`src/rtl/dxs_pkg.sv`:
```
package dxs_pkg;
  localparam int BEAT_W     = 5;
  localparam int MB_LOG_MAX = 4;

  function automatic logic [1:0] size_log2(input logic [1:0] code);
    return (code == 2'd3) ? 2'd2 : code;
  endfunction

  function automatic logic [2:0] burst_log2(input logic [2:0] code);
    return (code > 3'(MB_LOG_MAX)) ? 3'(MB_LOG_MAX) : code;
  endfunction
endpackage

```
`src/rtl/xfer_cursor.sv`:
```
module xfer_cursor #(
  parameter int ADDR_W = 32,
  parameter int CNT_W  = 16
) (
  input  logic              clk,
  input  logic              rst,
  input  logic              load,
  input  logic [ADDR_W-1:0] ld_addr,
  input  logic [CNT_W-1:0]  ld_cnt,
  input  logic              ld_incr,
  input  logic [1:0]        ld_size,
  input  logic [2:0]        ld_mb,
  input  logic              step,
  input  logic [CNT_W-1:0]  step_beats,
  input  logic [ADDR_W-1:0] step_bytes,
  output logic [ADDR_W-1:0] cur_addr,
  output logic [CNT_W-1:0]  cur_rem,
  output logic              cur_incr,
  output logic [1:0]        cur_size,
  output logic [2:0]        cur_mb
);
  always_ff @(posedge clk) begin
    if (rst) begin
      cur_addr <= '0;
      cur_rem  <= '0;
      cur_incr <= 1'b0;
      cur_size <= '0;
      cur_mb   <= '0;
    end else if (load) begin
      cur_addr <= ld_addr;
      cur_rem  <= ld_cnt;
      cur_incr <= ld_incr;
      cur_size <= dxs_pkg::size_log2(ld_size);
      cur_mb   <= dxs_pkg::burst_log2(ld_mb);
    end else if (step) begin
      cur_rem <= cur_rem - step_beats;
      if (cur_incr) cur_addr <= cur_addr + step_bytes;
    end
  end

  // a step never takes more elements than remain
  p_no_underflow_r9: assert property (@(posedge clk) disable iff (rst)
    step && !load |-> cur_rem >= step_beats);
endmodule

```
`src/rtl/xfer_plan.sv`:
```
module xfer_plan #(
  parameter int ADDR_W = 32,
  parameter int CNT_W  = 16
) (
  input  logic [ADDR_W-1:0]               addr,
  input  logic [CNT_W-1:0]                rem,
  input  logic                            incr,
  input  logic [1:0]                      size_l2,
  input  logic [2:0]                      mb_l2,
  output logic [dxs_pkg::BEAT_W-1:0]      beats,
  output logic [CNT_W-1:0]                beats_cnt,
  output logic [ADDR_W-1:0]               nbytes,
  output logic                            last
);
  localparam int BW = dxs_pkg::BEAT_W;

  logic [BW-1:0]     full_beats;
  logic [ADDR_W-1:0] align_mask;
  logic              aligned;
  logic              enough;
  logic              use_burst;

  always_comb begin
    full_beats = BW'(1) << mb_l2;
    align_mask = (ADDR_W'(1) << (mb_l2 + 3'(size_l2))) - ADDR_W'(1);
    aligned    = (addr & align_mask) == '0;
    enough     = rem >= CNT_W'(full_beats);
    use_burst  = incr && (mb_l2 != 3'd0) && enough && aligned;
    beats      = use_burst ? full_beats : BW'(1);
    beats_cnt  = CNT_W'(beats);
    nbytes     = ADDR_W'(beats) << size_l2;
    last       = (rem == beats_cnt);
  end
endmodule

```
`src/rtl/desc_stage.sv`:
```
module desc_stage #(
  parameter int ADDR_W = 32
) (
  input  logic                        clk,
  input  logic                        rst,
  input  logic                        load,
  input  logic [ADDR_W-1:0]           in_addr,
  input  logic [1:0]                  in_size,
  input  logic [dxs_pkg::BEAT_W-1:0]  in_beats,
  input  logic                        in_last,
  input  logic                        ready,
  output logic                        valid,
  output logic [ADDR_W-1:0]           addr,
  output logic [1:0]                  size,
  output logic [dxs_pkg::BEAT_W-1:0]  beats,
  output logic                        last
);
  always_ff @(posedge clk) begin
    if (rst) begin
      valid <= 1'b0;
      addr  <= '0;
      size  <= '0;
      beats <= '0;
      last  <= 1'b0;
    end else if (load) begin
      valid <= 1'b1;
      addr  <= in_addr;
      size  <= in_size;
      beats <= in_beats;
      last  <= in_last;
    end else if (ready) begin
      valid <= 1'b0;
    end
  end

  // a stalled descriptor holds
  p_hold_stable_r10: assert property (@(posedge clk) disable iff (rst)
    valid && !ready |=> valid && $stable(addr) && $stable(beats) && $stable(last) && $stable(size));
endmodule

```
`src/rtl/dma_xfer_splitter.sv`:
```
module dma_xfer_splitter #(
  parameter int ADDR_W = 32,
  parameter int CNT_W  = 16
) (
  input  logic                        clk,
  input  logic                        rst,
  input  logic                        start,
  input  logic [ADDR_W-1:0]           start_addr,
  input  logic [1:0]                  elem_size,
  input  logic [CNT_W-1:0]            elem_count,
  input  logic                        addr_incr,
  input  logic [2:0]                  max_burst,
  output logic                        busy,
  output logic                        desc_valid,
  input  logic                        desc_ready,
  output logic [ADDR_W-1:0]           desc_addr,
  output logic [1:0]                  desc_size,
  output logic [dxs_pkg::BEAT_W-1:0]  desc_beats,
  output logic                        desc_last,
  output logic                        done
);
  localparam int BW = dxs_pkg::BEAT_W;

  logic [ADDR_W-1:0] cur_addr;
  logic [CNT_W-1:0]  cur_rem;
  logic              cur_incr;
  logic [1:0]        cur_size;
  logic [2:0]        cur_mb;
  logic [BW-1:0]     pl_beats;
  logic [CNT_W-1:0]  pl_beats_cnt;
  logic [ADDR_W-1:0] pl_bytes;
  logic              pl_last;
  logic              start_ok;
  logic              accept;
  logic              issue;

  assign start_ok = start && !busy && (elem_count != '0);
  assign accept   = desc_valid && desc_ready;
  assign issue    = busy && (cur_rem != '0) && (!desc_valid || desc_ready);

  xfer_cursor #(.ADDR_W(ADDR_W), .CNT_W(CNT_W)) u_cursor (
    .clk(clk), .rst(rst), .load(start_ok),
    .ld_addr(start_addr), .ld_cnt(elem_count), .ld_incr(addr_incr),
    .ld_size(elem_size), .ld_mb(max_burst),
    .step(issue), .step_beats(pl_beats_cnt), .step_bytes(pl_bytes),
    .cur_addr(cur_addr), .cur_rem(cur_rem), .cur_incr(cur_incr),
    .cur_size(cur_size), .cur_mb(cur_mb)
  );

  xfer_plan #(.ADDR_W(ADDR_W), .CNT_W(CNT_W)) u_plan (
    .addr(cur_addr), .rem(cur_rem), .incr(cur_incr), .size_l2(cur_size),
    .mb_l2(cur_mb), .beats(pl_beats), .beats_cnt(pl_beats_cnt),
    .nbytes(pl_bytes), .last(pl_last)
  );

  desc_stage #(.ADDR_W(ADDR_W)) u_out (
    .clk(clk), .rst(rst), .load(issue),
    .in_addr(cur_addr), .in_size(cur_size), .in_beats(pl_beats), .in_last(pl_last),
    .ready(desc_ready), .valid(desc_valid), .addr(desc_addr), .size(desc_size),
    .beats(desc_beats), .last(desc_last)
  );

  always_ff @(posedge clk) begin
    if (rst) begin
      busy <= 1'b0;
      done <= 1'b0;
    end else begin
      done <= accept && desc_last;
      if (start_ok) busy <= 1'b1;
      else if (accept && desc_last) busy <= 1'b0;
    end
  end

  // done is a single-cycle pulse
  p_done_pulse_r11: assert property (@(posedge clk) disable iff (rst)
    done |=> !done);
  // done only follows acceptance of the final descriptor
  p_done_after_last_r11: assert property (@(posedge clk) disable iff (rst)
    $rose(done) |-> $past(desc_valid && desc_ready && desc_last) && !busy);
  // constant addressing never bursts
  p_const_single_r6: assert property (@(posedge clk) disable iff (rst)
    desc_valid && !cur_incr |-> desc_beats == BW'(1));
  // beat counts are legal powers of two
  p_beats_legal_r7: assert property (@(posedge clk) disable iff (rst)
    desc_valid |-> $onehot(desc_beats) && desc_beats <= BW'(16));
  // every burst starts on its own byte-size boundary
  p_burst_aligned_r3: assert property (@(posedge clk) disable iff (rst)
    desc_valid && desc_beats > BW'(1) |->
      (desc_addr & ((ADDR_W'(desc_beats) << desc_size) - ADDR_W'(1))) == '0);
  // no descriptor outside a transfer
  p_valid_in_busy_r2: assert property (@(posedge clk) disable iff (rst)
    desc_valid |-> busy);
endmodule

```
`config.mk`:
```
export PLATFORM = sky130hd
export DESIGN_NAME = dma_xfer_splitter
export DESIGN_NICKNAME = d
export VERILOG_FILES = /design/src/rtl/dxs_pkg.sv /design/src/rtl/xfer_cursor.sv /design/src/rtl/xfer_plan.sv /design/src/rtl/desc_stage.sv /design/src/rtl/dma_xfer_splitter.sv
export SDC_FILE = /design/constraint.sdc
export NUM_CORES = 1
export LEC_CHECK = 0
export ABC_AREA = 1
export CAP_MARGIN = 20
export CELL_PAD_IN_SITES_DETAIL_PLACEMENT = 1
export CELL_PAD_IN_SITES_GLOBAL_PLACEMENT = 1
export CORE_ASPECT_RATIO = 1.2
export CORE_UTILIZATION = 35
export CTS_CLUSTER_SIZE = 8
export DETAILED_ROUTE_END_ITERATION = 8
export DONT_BUFFER_PORTS = 1
export GPL_TIMING_DRIVEN = 0
export HOLD_SLACK_MARGIN = 0.06
export PLACE_DENSITY = 0.7
export RECOVER_POWER = 25
export REMOVE_ABC_BUFFERS = 1
export SLEW_MARGIN = 20
export SYNTH_ARGS = -nofsm -noshare
export SYNTH_HDL_FRONTEND = slang
export SYNTH_SLANG_ARGS = --single-unit
```
`constraint.sdc`:
```
create_clock -name clk -period 8.9 [get_ports clk]
set_input_delay 2.67 -clock clk [delete_from_list [all_inputs] [get_ports clk]]
set_output_delay 2.67 -clock clk [all_outputs]
set_load 0.01 [all_outputs]
```
==> run metrics, run 1 <==
CP required 9.15 ns; total clock sinks 97; top cells by count, synth nand2_1, a21oi_1, dfxtp_1; # IOs 101; Core Footprint roughly 0.016 mm²; Fin Setup TNS 0 ns; fmax approximately 170 MHz; CTS H-tree depth 3; synthesized instance count around 870; power per cell area 194 mW/mm²; Period minus WS final 5.89 ns; clock network latency to the later pin of the worst-skew pair 0.36 ns; Hold Buf Count CTS 0; Worst Reg-to-Reg Cells 37; Detail Route Antenna Nets 0; startpoint types primary input; Ant. Diodes 0; Synth top area share 0.337; number of gates resized after cts 0; synth top area cells dfxtp_1, nand2_1, a21oi_1, o21ai_0, inv_1; Crit path max-delay family simple AND/OR/NAND/NOR gates; DRT Wirelength 18200 µm; number of flops mapped to enable cells by yosys 0; Final period util 0.662; Max rail drop VDD 0.0883 mV; Die Height 142 µm; fill count 2084; Synth Register Bits 97; RSZ-0062 raised after global routing false; crit end category register; critical path buffer and inverter count 2; DR DRC count 0; ys async rst share 0; share of cells above drive strength 1 0.0640; grt total ovfl 0; Max Slew Vio Count 0; die area roughly 0.017 mm²; die width 119 µm; measured slew at the worst slew-check pin approximately 1.1 ns; CTS tree yes; fin nets 921; first-pass GRT wire length 29500 µm; Initial Util 0.357; Worst Path Max Fanout 36; Synth Cell Area 0.00576 mm²; largest net degree at the start of global routing 64; hold path depth 2; port bufs 0; Synth area leader dfxtp_1; placement row count 51; routed length per instance 17.2 µm; syn_area_per_cell around 6.7 µm²; Pre-antenna DRT Iters 4; Synth-to-Final Area Change 8.69%; ys flop type dfxtp_1; DP HPWL ~13000 µm; Distinct cells, synth between 40 and 50; Setup violations, final 0; Final Hold Fails 0; Vias roughly 5600; max cap viols 0; gr usage total 0.221; root buffer cell clkbuf_16; 1st-iter DRT viols 220; maximum clock path buffer count 2; Lkg Pwr 2.43 nW; vias in the first global route 5845; post-CTS setup buffers 0; Worst Skew 0.0113 ns; vias per cell 5.32; worst-path cell chain nor4_1 > nand4_1 > nand3b_1 > buf_6 > nand2_1 > nand2_2 > inv_2 > o21ai_0 > a21oi_1 > o21a_1; critical path data arrival time 6.14 ns; Post-Layout Cell Count roughly 1100; Inst Count DP 1041; crit-path max cell delay around 0.74 ns; CTS clk-pin slew, worst paths around 0.070 ns; count leader, synth nand2_1; kind of critical path primary input to register; initial antenna violation count 0; status finished clean; Hold Path Class register to register; Placer Congestion 0.827; synth warn 0; Seq/Total Area, Yosys 0.337; WP depth 10; Max-slew headroom 0.285; CTS Buf Count 9; slowest CP cell nand2_2
-- layout by cell type, fill, tap and decap left out, types with 3 or more instances in the layout --
master	Yosys	routed
nand2_1	196	196
a21oi_1	104	104
dfxtp_1	97	97
inv_1	80	78
o21ai_0	73	73
nor2_1	69	69
nand3_1	48	48
ha_1	20	20
nor3_1	16	16
nand4_1	13	13
a31oi_1	10	10
nand2_2	9	9
nor4_1	9	9
xor2_1	9	9
o211ai_1	9	9
clkbuf_16	0	9
o21ai_1	8	8
inv_2	5	7
nor2_2	5	5
nand3b_1	4	4
a211oi_1	4	4
nand2_4	3	3
nand3_2	3	3
a221oi_1	3	3
xnor2_1	3	3
fa_1	3	3
clkinvlp_4	0	3
-- registers in the layout (all words and copies together), names as in the netlist --
signal	flops
u_out.addr	32
u_cursor.cur_addr	32
u_cursor.cur_incr	1
u_out.valid	1
done	1
u_cursor.cur_rem	16
u_out.last	1
u_out.beats	5
u_cursor.cur_size	2
u_cursor.cur_mb	3
u_out.size	2
busy	1
-- power by group --
group | internal [mW] | switching (mW)
registers | 0.471 | 0.0426
logic | 0.0932 | 0.183
clock network | 0.246 | 0.180
total | 0.810 | 0.406
-- final cells by class --
class	count	area (µm²)	area share
clock buffers	9	225	0.0360
clock inverters	6	91.3	0.0146
multi-input cells	641	3320	0.531
flip-flops and latches	97	1940	0.310
repair buffers	5	85.1	0.0136
inverters	86	324	0.0518
well taps	212	265	0.0424
-- tightest hold or removal path, delay by kind of cell, from the launching register on --
| family | cells | cell delay [ns] |
|---|---|---|
| simple gates | 1 | 0.06 |
| compound gates | 1 | 0.06 |
| flops | 1 | 0.31 |
-- cell families after synthesis --
logic type,count (synthesis),synth area share
flip-flops,97,0.337
AND/OR/NAND/NOR,386,0.299
adder cells (fa/ha/maj),23,0.0539
buffers and inverters,127,0.0852
AO/OA/AOI/OAI,220,0.206
XOR/XNOR,12,0.0183
-- stage by stage --
| stage | hold slack [ns] | total power, mW | area, µm² | utilization | setup WS (ns) |
|---|---|---|---|---|---|
| floorplan | 0.439 | 0.717 | 5590 | - | 3.05 |
| finish | 0.464 | 1.22 | 6260 | 0.388 | 3.01 |
| detailed placement | 0.457 | 0.802 | 5940 | 0.368 | 2.51 |
| global placement | 0.449 | 0.791 | 5850 | 0.363 | 0.427 |
| global route | 0.479 | 1.29 | 6260 | 0.388 | 2.52 |
| CTS | 0.472 | 1.24 | 6260 | 0.388 | 2.89 |
-- final timing paths --
path                                        end  slack [ns]                               start
min          u_cursor.cur_addr[30]$_SDFFE_PP0P_        0.46  u_cursor.cur_addr[30]$_SDFFE_PP0P_
max          u_cursor.cur_addr[11]$_SDFFE_PP0P_        3.01                       elem_count[8]
max reg2reg  u_cursor.cur_addr[28]$_SDFFE_PP0P_        3.20   u_cursor.cur_size[0]$_SDFFE_PP0P_
min reg2reg  u_cursor.cur_addr[30]$_SDFFE_PP0P_        0.46  u_cursor.cur_addr[30]$_SDFFE_PP0P_
-- per-layer routing --
metal,GRT usage,part of all wire
met1,0.247,0.42
met2,0.420,0.52
met3,0.0413,0.038
met4,0.0666,0.015
met5,0,0
Power figures use the tool's default switching activity.
==> run 2, diff against run 1 <==
==> constraint.sdc (replaced) <==
create_clock -name clk -period 5.5 [get_ports clk]
set_input_delay 1.65 -clock clk [delete_from_list [all_inputs] [get_ports clk]]
set_output_delay 1.65 -clock clk [all_outputs]
set_load 0.01 [all_outputs]
==> run metrics, run 2 (synthesized netlist as in run 1, its figures left out) <==
measured slew at the worst slew-check pin 1.06 ns (was 1.07 ns); Final period util 0.925; Period minus WS final around 5 ns; Setup violations, final 0 (unchanged); Post-Layout Cell Count 1061 (was 1056); power per cell area 311 mW/mm² (was 194 mW/mm²); initial antenna violation count 0 (unchanged); Synth-to-Final Area Change 10.5% (was 8.69%); Final Hold Fails 0 (unchanged); Inst Count DP 1041 (unchanged); Pre-antenna DRT Iters 4 (unchanged); most frequent cell on the critical path nand2_1; flop2flop setup slack 0.41 ns (was 3.20 ns); Pwr Total 1.98 mW (was 1.22 mW); critical path data arrival time 5.38 ns (was 6.14 ns); Seq pwr share 0.420 (was 0.422); Max rail drop VDD 0.133 mV (was 0.0883 mV); Clk pwr share 0.349 (was 0.350); CTS clk-pin slew, worst paths 0.07 ns (about the same); status finished clean (unchanged); worst r2r src u_cursor.cur_size[0]$_SDFFE_PP0P_ (unchanged); largest net degree at the start of global routing 64 (unchanged); startpoint types register (was primary input); Placer Congestion 0.827 (unchanged); port bufs 0 (unchanged); maximum clock path buffer count 2 (unchanged); Vias 5668 (was 5615); fin util 0.394 (was 0.388); Reg-to-Reg End u_cursor.cur_addr[28]$_SDFFE_PP0P_ (unchanged); CP required 5.79 ns (was 9.15 ns); Logic pwr share 0.230 (was 0.227); Die Height 142 µm (unchanged); Lkg Pwr 2.46 nW (was 2.43 nW); Worst Reg-to-Reg Cells 34 (was 37); Hold Path Class register to register (unchanged); most frequent cells in the layout nand2_1, a21oi_1, dfxtp_1 (unchanged); switching pwr 0.664 mW (was 0.406 mW); 1st-iter DRT viols 190 (was 220); crit end category register (unchanged); CTS H-tree depth 3 (unchanged); Initial Util 0.357 (unchanged); Finished Cell Area 0.00636 mm² (was 0.00626 mm²); Hold Buf Count CTS 0 (unchanged); Worst Path Max Fanout 13 (was 36); Worst Skew 0.0118 ns (was 0.0113 ns); max cap viols 0 (unchanged); CTS Buf Count 9 (unchanged); Largest regs u_cursor.cur_addr: 32 flops, u_out.addr: 32 flops, u_cursor.cur_rem: 16 flops (unchanged); crit-path max cell delay 0.60 ns (was 0.74 ns); Fin Setup TNS 0 ns (unchanged); share of cells above drive strength 1 0.0872 (was 0.0640); placement row count 51 (unchanged); routed length per instance 17.3 µm (was 17.2 µm); die width 119 µm (unchanged); slowest CP cell fa_2 (was nand2_2); placed cell area 0.00594 mm² (unchanged); fin nets 926 (was 921); Detail Route Antenna Nets 0 (unchanged); Worst setup startpoint u_cursor.cur_size[0]$_SDFFE_PP0P_ (was elem_count[8]); CTS tree yes (unchanged); DR DRC count 0 (unchanged); # IOs 101 (unchanged); die area 0.0170 mm² (unchanged); fmax 197 MHz; Core Footprint 0.0161 mm² (unchanged); Ant. Diodes 0 (unchanged); hold_sp u_cursor.cur_addr[30]$_SDFFE_PP0P_ (unchanged); grt total ovfl 0 (unchanged); first-pass GRT wire length 29600 µm (was 29500 µm); DP HPWL 13200 µm (unchanged); Max Slew Vio Count 0 (unchanged); DRT Wirelength 18300 µm (was 18200 µm); most common cell after layout, fill and taps aside nand2_1 (unchanged); gr usage total 0.222 (was 0.221); vias per cell 5.34 (was 5.32); Net Sw Frac 0.336 (was 0.334); Worst Hold End u_cursor.cur_addr[30]$_SDFFE_PP0P_ (unchanged); clock network latency to the later pin of the worst-skew pair 0.36 ns (about the same); root buffer cell clkbuf_16 (unchanged); kind of critical path register to register (was primary input to register); hold path depth 2 (unchanged); Max-slew headroom 0.288 (was 0.285); Internal 1.31 mW (was 0.810 mW); total clock sinks 97 (unchanged); vias in the first global route 5853 (was 5845)
[run 2: cell count changes in the layout (fill, tap and decap cells not counted), sizes merged]
cell  previous run  this run
buf              5        10
[run 2: power by group through the flow]
stage	clock [mW]	sequential, mW	combinational (mW)
after global placement	0	0.848	0.432
after global routing	0.731	0.842	0.521
after detailed placement	0	0.848	0.450
after floorplan	0	0.829	0.331
after CTS	0.710	0.833	0.457
final	0.691	0.832	0.455
[run 2: critical path: cells and delay by family (launching register included)]
family / cells / cell delay, ns
buf+inv: 5 / 0.32
flops: 1 / 0.39
simple gates: 22 / 2.28
compound gates: 2 / 0.34
fa+ha+maj: 5 / 1.68
[run 2: worst max-delay path by stage]
| stage | end |
|---|---|
| 6_report | u_cursor.cur_addr[28]$_SDFFE_PP0P_ |
| 3_3_place_gp | u_cursor.cur_addr[11]$_SDFFE_PP0P_ |
| 3_5_place_dp | u_cursor.cur_addr[28]$_SDFFE_PP0P_ |
| 4_1_cts | u_cursor.cur_addr[28]$_SDFFE_PP0P_ |
| 5_1_grt | u_cursor.cur_addr[28]$_SDFFE_PP0P_ |
| 2_1_floorplan | u_cursor.cur_addr[11]$_SDFFE_PP0P_ |
[run 2: timing repair]
item	CTS	global route
resized for setup	5	17
endpoints found under the setup margin	5	15
setup buffers	1	4
pin swaps	2	8
[run 2: metrics by stage]
stage	setup WS, ns	hold slack, ns
after floorplan	0.673	0.439
after global placement	-1.95	0.449
after detailed placement	-0.295	0.457
after CTS	0.0464	0.472
after global routing	-0.00587	0.479
final	0.413	0.464
[run 2: routing by layer]
metal	vias up	wire [µm]	global-route usage
met5	-	0	0
met4	0	272	0.0666
met3	18	673	0.0409
met2	84	9600	0.421
met1	2713	7800	0.248
li1	2853	-	-
[run 2: layout make-up]
cell class | instances | area (µm²)
Multi-Input combinational cell | 641 | 3380
Inverter | 86 | 324
Fill cell | 2078 | 9790
Sequential cell | 97 | 1950
Clock inverter | 6 | 91.3
Timing Repair Buffer | 10 | 123
Tap cell | 212 | 265
Clock buffer | 9 | 225
